<file path="src/rtl/iosel_pkg.sv">
package iosel_pkg;

   // Channel numbering; the order is also the priority order (lowest wins).
   typedef enum logic [1:0] {
      CH_TMR  = 2'd0,
      CH_UART = 2'd1,
      CH_PIO0 = 2'd2,
      CH_PIO1 = 2'd3
   } iosel_chan_e;

   localparam int unsigned IOSEL_NUM_CH = 4;

   // Mask that keeps the bits a window compares.
   function automatic logic [63:0] iosel_keep_mask(input int unsigned skip);
      logic [63:0] m;
      m = '1;
      for (int unsigned i = 0; i < 64; i++) begin
         if (i < skip) m[i] = 1'b0;
      end
      return m;
   endfunction

endpackage

</file>
<file path="src/rtl/iosel_cfg_bank.sv">
module iosel_cfg_bank #(
   parameter int unsigned NUM_CH = 4,
   parameter int unsigned CFG_W  = 9,
   parameter logic [NUM_CH-1:0][CFG_W-1:0] RST_CFG = '0,
   localparam int unsigned IDX_W = (NUM_CH > 1) ? $clog2(NUM_CH) : 1
) (
   input  logic                          clk,
   input  logic                          rst_n,
   input  logic                          we,
   input  logic [IDX_W-1:0]              idx,
   input  logic [CFG_W-1:0]              wdata,
   output logic [NUM_CH-1:0][CFG_W-1:0]  cfg_q
);

   for (genvar g = 0; g < NUM_CH; g++) begin : g_slot
      logic hit_slot;
      assign hit_slot = we && (idx == IDX_W'(g));

      always_ff @(posedge clk or negedge rst_n) begin
         if (!rst_n) begin
            cfg_q[g] <= RST_CFG[g];
         end else if (hit_slot) begin
            cfg_q[g] <= wdata;
         end
      end
   end

endmodule

</file>
<file path="src/rtl/iosel_window_cmp.sv">
module iosel_window_cmp #(
   parameter int unsigned ADDR_W = 8,
   parameter int unsigned SKIP   = 0
) (
   input  logic [ADDR_W-1:0] addr,
   input  logic [ADDR_W-1:0] base,
   input  logic              en,
   input  logic              qual,
   output logic              hit
);
   import iosel_pkg::*;

   localparam logic [ADDR_W-1:0] KEEP = ADDR_W'(iosel_keep_mask(SKIP));

   logic match;

   if (SKIP >= ADDR_W) begin : g_bad
      $error("iosel_window_cmp: SKIP must be below ADDR_W");
   end

   if (SKIP == 0) begin : g_exact
      assign match = (addr == base);
   end else begin : g_masked
      assign match = ((addr ^ base) & KEEP) == '0;
   end

   assign hit = qual && en && match;

endmodule

</file>
<file path="src/rtl/iosel_arbiter.sv">
module iosel_arbiter #(
   parameter int unsigned NUM_CH = 4
) (
   input  logic [NUM_CH-1:0] hit,
   output logic [NUM_CH-1:0] grant,
   output logic              multi
);

   if (NUM_CH < 2) begin : g_bad
      $error("iosel_arbiter: NUM_CH must be at least 2");
   end

   always_comb begin
      logic seen;
      logic twice;
      seen  = 1'b0;
      twice = 1'b0;
      grant = '0;
      for (int i = 0; i < NUM_CH; i++) begin
         if (hit[i]) begin
            if (seen) twice = 1'b1;
            else      grant[i] = 1'b1;
            seen = 1'b1;
         end
      end
      multi = twice;
   end

endmodule

</file>
<file path="src/rtl/iosel_top.sv">
module iosel_top #(
   parameter int unsigned ADDR_W    = 8,
   parameter int unsigned TMR_SKIP  = 0,
   parameter int unsigned UART_SKIP = 2,
   parameter int unsigned PIO_SKIP  = 2,
   parameter logic [ADDR_W-1:0] TMR_RST  = 8'h10,
   parameter logic [ADDR_W-1:0] UART_RST = 8'h00,
   parameter logic [ADDR_W-1:0] PIO0_RST = 8'h04,
   parameter logic [ADDR_W-1:0] PIO1_RST = 8'h08,
   localparam int unsigned NUM_CH = iosel_pkg::IOSEL_NUM_CH,
   localparam int unsigned CFG_W  = ADDR_W + 1,
   localparam int unsigned IDX_W  = $clog2(NUM_CH)
) (
   input  logic              clk,
   input  logic              rst_n,
   input  logic              cfg_we,
   input  logic [IDX_W-1:0]  cfg_idx,
   input  logic [CFG_W-1:0]  cfg_wdata,
   input  logic              iorq_n,
   input  logic              m1_n,
   input  logic [ADDR_W-1:0] addr,
   output logic              tmr_sel_n,
   output logic              uart_sel_n,
   output logic              pio0_sel_n,
   output logic              pio1_sel_n,
   output logic              clash
);
   import iosel_pkg::*;

   localparam logic [NUM_CH-1:0][CFG_W-1:0] RST_CFG =
      {{1'b1, PIO1_RST}, {1'b1, PIO0_RST}, {1'b1, UART_RST}, {1'b1, TMR_RST}};

   if (ADDR_W < 3 || ADDR_W > 16) begin : g_bad_w
      $error("iosel_top: ADDR_W out of range");
   end
   if (UART_SKIP >= ADDR_W || PIO_SKIP >= ADDR_W || TMR_SKIP >= ADDR_W) begin : g_bad_skip
      $error("iosel_top: a window skips every address bit");
   end

   logic [NUM_CH-1:0][CFG_W-1:0] cfg_q;
   logic [NUM_CH-1:0]            hit;
   logic [NUM_CH-1:0]            grant;
   logic                         io_cycle;

   // An I/O cycle without the fetch strobe; interrupt acknowledge is excluded.
   assign io_cycle = !iorq_n && m1_n;

   iosel_cfg_bank #(
      .NUM_CH (NUM_CH),
      .CFG_W  (CFG_W),
      .RST_CFG(RST_CFG)
   ) u_bank (
      .clk  (clk),
      .rst_n(rst_n),
      .we   (cfg_we),
      .idx  (cfg_idx),
      .wdata(cfg_wdata),
      .cfg_q(cfg_q)
   );

   for (genvar g = 0; g < NUM_CH; g++) begin : g_win
      localparam int unsigned SKIP = (g == int'(CH_TMR))  ? TMR_SKIP  :
                                     (g == int'(CH_UART)) ? UART_SKIP : PIO_SKIP;
      iosel_window_cmp #(
         .ADDR_W(ADDR_W),
         .SKIP  (SKIP)
      ) u_cmp (
         .addr(addr),
         .base(cfg_q[g][ADDR_W-1:0]),
         .en  (cfg_q[g][ADDR_W]),
         .qual(io_cycle),
         .hit (hit[g])
      );
   end

   iosel_arbiter #(
      .NUM_CH(NUM_CH)
   ) u_arb (
      .hit  (hit),
      .grant(grant),
      .multi(clash)
   );

   assign tmr_sel_n  = !grant[CH_TMR];
   assign uart_sel_n = !grant[CH_UART];
   assign pio0_sel_n = !grant[CH_PIO0];
   assign pio1_sel_n = !grant[CH_PIO1];

endmodule

</file>
<file path="config.mk">
export PLATFORM = sky130hd
export DESIGN_NAME = iosel_top
export DESIGN_NICKNAME = d
export VERILOG_FILES = /design/src/rtl/iosel_pkg.sv /design/src/rtl/iosel_cfg_bank.sv /design/src/rtl/iosel_window_cmp.sv /design/src/rtl/iosel_arbiter.sv /design/src/rtl/iosel_top.sv
export SDC_FILE = /design/constraint.sdc
export NUM_CORES = 1
export LEC_CHECK = 0
export BUFFER_PORTS_ARGS = -buffer_cell sky130_fd_sc_hd__buf_2
export CAP_MARGIN = 20
export CORE_MARGIN = 2
export CORE_UTILIZATION = 45
export CTS_BUF_LIST = sky130_fd_sc_hd__clkbuf_4
export DETAILED_ROUTE_END_ITERATION = 8
export PLACE_DENSITY = 0.74
export SLEW_MARGIN = 20
export SYNTH_ARGS = -nofsm -noshare
export SYNTH_HDL_FRONTEND = slang
export SYNTH_SLANG_ARGS = --single-unit
export TNS_END_PERCENT = 100
</file>
<file path="constraint.sdc">
create_clock -name clk -period 1.63 [get_ports clk]
set_clock_uncertainty 0.1 [all_clocks]
set_input_delay 0.0815 -clock clk [delete_from_list [all_inputs] [get_ports clk]]
set_output_delay 0.0815 -clock clk [all_outputs]
set_load 0.02 [all_outputs]
</file>
# Word level (Yosys, flattened, before mapping)
# Cells that the tools add are included.
dict set report totals {
  reg_bits 36
  in_bits 24
  output_inout_bits 5
  wordCells 48
}
dict set report op_classes {
  n_eq_ne 4
  muxes 15
  bitwise_logic 3
  n_reduce_logical 22
}
# operator n
set ops {}
lappend ops {{logical NOT 8 bit} 3}
lappend ops {{bitwise XOR 8 bit} 3}
lappend ops {{two-way mux 1 bit} 15}
lappend ops {{logical AND 1 bit} 13}
lappend ops {{== test 8 bit} 1}
lappend ops {{logical NOT 1 bit} 5}
lappend ops {{== test 2 bit, second input constant} 2}
lappend ops {{== test 2 x 1 -> 1 bit, second input constant} 1}
lappend ops {{logical NOT 2 bit} 1}

# Logic depth before layout (Yosys ltp)
dict set report depth {
  word_depth 11
  mapped_depth 6
  mapped_depth_nobuf 5
}

# Cells and area by module
# Synthesis repeated with hierarchy kept, for this count alone.
dict set report hier_totals {
  hier_cells 128
  hier_area_um2 1778.0
}
# mod instances cells_per_inst area_per_inst_um2 seq_area_each_um2
set by_module_without_submodules {}
lappend by_module_without_submodules {iosel_cfg_bank 1 77 1367.6 909.6}
lappend by_module_without_submodules {{iosel_window_cmp at g_win[1].u_cmp ...} 3 9 75.1 0.0}
lappend by_module_without_submodules {{iosel_window_cmp at g_win[0].u_cmp} 1 12 96.3 0.0}
lappend by_module_without_submodules {iosel_arbiter 1 7 60.1 0.0}
lappend by_module_without_submodules {iosel_top 1 5 28.8 0.0}

# Least setup slack after synthesis
# No wires, ideal clock.
dict set report synth_timing {
  path_kind {reg-to-output}
  start {reg u_bank.cfg_q[4] (netlist name)}
  end {out clash}
  arrival_ns 1.523
  required_time_ns 1.448
  setup_slack_ns -0.074
  stages_incl_launch_ff 6
  n_path_buf 0
  cell_sequence {dfstp_2 xnor2_2 nand4_2 nor4b_4 inv_1 a21oi_2}
}
dict set report synth_via {
  elab_chain_len 9
  elab_cells_between_ends 11
  classes_between {1 x eq/ne; 9 x mux; 1 x reduce/logical}
}
# element line
set synth_lines {}
lappend synth_lines {{start, declared} iosel_cfg_bank.sv:12} ;# output logic [NUM_CH-1:0][CFG_W-1:0] cfg_q
lappend synth_lines {{start signal, assigned by index} iosel_cfg_bank.sv:21} ;# cfg_q[g] <= RST_CFG[g];
lappend synth_lines {{start signal, assigned by index} iosel_cfg_bank.sv:23} ;# cfg_q[g] <= wdata;
lappend synth_lines {{== test 8 bit (*)} iosel_window_cmp.sv:22} ;# assign match = (addr == base);
lappend synth_lines {{logical AND 1 bit (*)} iosel_window_cmp.sv:27} ;# assign hit = qual && en && match;
lappend synth_lines {{two-way mux 1 bit (*)} iosel_arbiter.sv:20} ;# if (hit[i]) begin
lappend synth_lines {{two-way mux 1 bit} iosel_arbiter.sv:21} ;# if (seen) twice = 1'b1;
lappend synth_lines {{two-way mux 1 bit} iosel_arbiter.sv:20}
lappend synth_lines {{two-way mux 1 bit} iosel_arbiter.sv:21}
lappend synth_lines {{two-way mux 1 bit} iosel_arbiter.sv:20}
lappend synth_lines {{two-way mux 1 bit} iosel_arbiter.sv:21}
lappend synth_lines {{two-way mux 1 bit (*)} iosel_arbiter.sv:20}
lappend synth_lines {{end, declared} iosel_top.sv:26} ;# output logic clash
# Every way passes the cells marked *; elsewhere a longest branch is shown, timed or not.

# Worst setup path after layout
# Ends and elaborated chain as after synthesis.

==> impl_metrics.py <==
metrics = {
    "clocking": {
        "clk_path_buf_depth": 2,
        "cts.htree.levels": 2,
        "clock_sinks": 30,
        "cts_root_buf": "clkbuf_4",
        "clock_latency_ps": 320,
        "post_cts_buffers": 0,
        "cts_tree": "yes",
        "clkTransAtPathRegs_ps": 100,
        "cts_buffers": 5,
    },
    "route": {
        "drt_pre_antenna_iters": 4,
        "viasPerCell": 5.000,
        "routed_wl_mm": 3.169,
        "vias": 1030,
        "detail-route-antenna-nets": 0,
        "wl_per_cell_um": 15.38,
        "drt_iter0_drc": 18,
        "drc_errors": 0,
    },
    "cells_and_area": {
        "fill_cells": 288,
        "reg_top3": "u_bank.cfg_q x30",
        "area_growth_pct": 25.66,
        "nNetsFinal": 183,
        "fin_util": 0.5932,
        "drive_gt1_frac": 0.5375,
        "top_register": "u_bank.cfg_q",
        "insertedDiodeCount": 0,
        "largest_register_ffs": 30,
        "fin_cells": 206,
        "fin_area_mm2": 0.001979,
    },
    "setup_path": {
        "rr_startpoint": "u_bank.cfg_q[6]",
        "r2r_end": "u_bank.cfg_q[6]",
        "cp-start-kind": "flip-flop",
        "cp_max_fo": 3,
        "end_kind": "output port",
        "r2r_setup_slack_ps": 700,
        "worst_ep_arrival_time_ps": 1850,
        "r2r_cells": 1,
        "worstPathRequired_ps": 1450,
        "critical_path_class": "reg -> out",
    },
    "logic_synthesis": {
        "syn_area_mm2": 0.001575,
        "synth_top_area_cell": "dfrtp_1",
        "ys_types": 23,
        "synth_edf_count": 0,
        "synth_area_leaders": "dfrtp_1, mux2_2, dfstp_2",
        "yosysWarnings": 0,
        "synth_top_cells_by_count": "mux2_2, dfrtp_1, xnor2_1, dfstp_2, nand4_1",
        "syn_inst": 116,
        "syn_avg_cell_area_um2": 13.58,
        "yosysMostFrequentCell": "mux2_2",
        "synth_top_area_share": 0.3654,
        "ys_seq_elements": 30,
        "ys.flop_type": "dfrtp_1",
        "synth_nets": 140,
        "synthArstFlopShare": 1.000,
        "ys_seq_area_frac": 0.4821,
    },
    "floorplan": {
        "rows": 21,
        "die_h_um": 63.17,
        "core_area_mm2": 0.003337,
        "start_util": 0.4721,
        "io_pins": 29,
        "dieArea_mm2": 0.003990,
        "dieWidth_um": 63.17,
    },
    "grt": {
        "antenna_found_initial": 0,
        "gr-total-overflow": 0,
        "grt_pass1_wl_mm": 5.126,
        "grt_pass1_vias": 1077,
        "grt_max_degree": 31,
        "grt_usage": 0.1741,
    },
    "run_status": {
        "status": "finished, violations left",
        "violations": "negative setup slack",
    },
    "sta": {
        "drv_slew": 0,
        "finalCritPeriodShare": 1.248,
        "setup_slack_ps": -405.0,
        "rsz0062_at_grt": "yes",
        "tightest_slew_ps": 686.1,
        "setup_viol_count_final": 5,
        "setup_tns_ps": -1654,
        "fin_crit_ps": 2035,
        "finalHoldViolations": 0,
        "holdWs_ps": 228.4,
        "max_slew_margin": 0.5426,
        "fmaxAchievable_mhz": 491.4,
    },
    "job": {
        "maxCapViolCount": 0,
    },
    "placement": {
        "place_area_mm2": 0.001763,
        "gp_congestion": 0.7136,
        "dp_hpwl_mm": 2.334,
        "dp.cells": 188,
        "io_buffer_count": 28,
    },
    "power": {
        "p_leak_uw": 0.0008072,
        "ir_worst_vdd_uv": 637.9,
        "power_density_mw_per_mm2": 1029,
    },
    "min_path": {
        "holdCritPathClass": "in -> async",
    },
}
## layer usage
layer | routed length [um] | global-route usage | vias up | part of all wire
met1 | 1369 | 0.2074 | 514 | 0.43
li1 | - | - | 488 | -
met2 | 1627 | 0.2899 | 26 | 0.51
met4 | 16 | 0.05833 | 0 | 0.0050
met3 | 156 | 0.06429 | 2 | 0.049
met5 | 0 | 0 | - | 0
## logic make-up (layout without fill, tap and decap cells)
kind of cell              count (synthesis)  in the layout  synth area share
AOI/OAI and AO/OA                         3              3           0.01350
xor gates and xnor gates                 26             26            0.1708
buffers and inverters                     5             49           0.02303
DFF                                      30             30            0.4821
muxes                                    30             30            0.2145
and+or+nand+nor                          22             22           0.09610
## report_power, final
part	total (uW)	internal (uW)	switching (uW)	leakage, uW
sequential	1010	910	102	0.000346
clock	578	317	261	0.0000450
combinational	448	275	173	0.000417
## critical path, cell delays in order (launching register included)
cell and delay, ps:
dfstp_2 570, xnor2_2 110, nand4_2 120, nor4b_4 320, a211oi_2 140, a21oi_4 130
buf_6 130
## cell usage in the layout, fill, tap and decap left out, types with 3 or more instances in the layout
master	netlist	layout
dfstp_2	7	7
buf_2	2	23
dfrtp_1	23	23
nand4_1	5	5
nand3_1	3	3
xnor2_2	3	3
xnor2_1	18	18
xor2_1	4	4
mux2_2	30	30
nor2_1	4	3
buf_6	2	5
dlygate4sd3_1	0	10
clkbuf_4	0	5
nand3b_1	3	3
## worst max path at each step
stage          depth (start not counted)    end  slack, ps       startpoint
2_1_floorplan                          5  clash         30  u_bank.cfg_q[4]
3_3_place_gp                           6  clash       -110  u_bank.cfg_q[4]
3_5_place_dp                           6  clash       -140  u_bank.cfg_q[4]
4_1_cts                                6  clash       -420  u_bank.cfg_q[4]
5_1_grt                                6  clash       -480  u_bank.cfg_q[4]
6_report                               6  clash       -410  u_bank.cfg_q[4]
## layout make-up
class / count / area (um^2) / area share
sequential: 30 / 759.5 / 0.3837
clock buffer: 5 / 37.54 / 0.01896
inverter: 1 / 3.754 / 0.001896
timing repair buffer: 40 / 286.5 / 0.1448
clock inverter: 3 / 40.04 / 0.02023
multi-input combinational: 81 / 794.5 / 0.4014
tap: 46 / 57.56 / 0.02908
## stage by stage
step           setup WS (ps)  power, uW
6_report              -405.0       2037
5_1_grt               -482.4       2144
4_1_cts               -422.3       2063
3_5_place_dp          -137.0       1460
3_3_place_gp          -111.0       1434
2_1_floorplan          26.27       1333
## what timing repair did
item	4_1_cts	5_1_grt
pin swaps	6	0
gates resized for setup	11	1
setup endpoints to repair	5	5
endpoints found under the hold margin	53	0
hold buffers	10	0
Note: power is estimated with default switching activity, not from simulation.
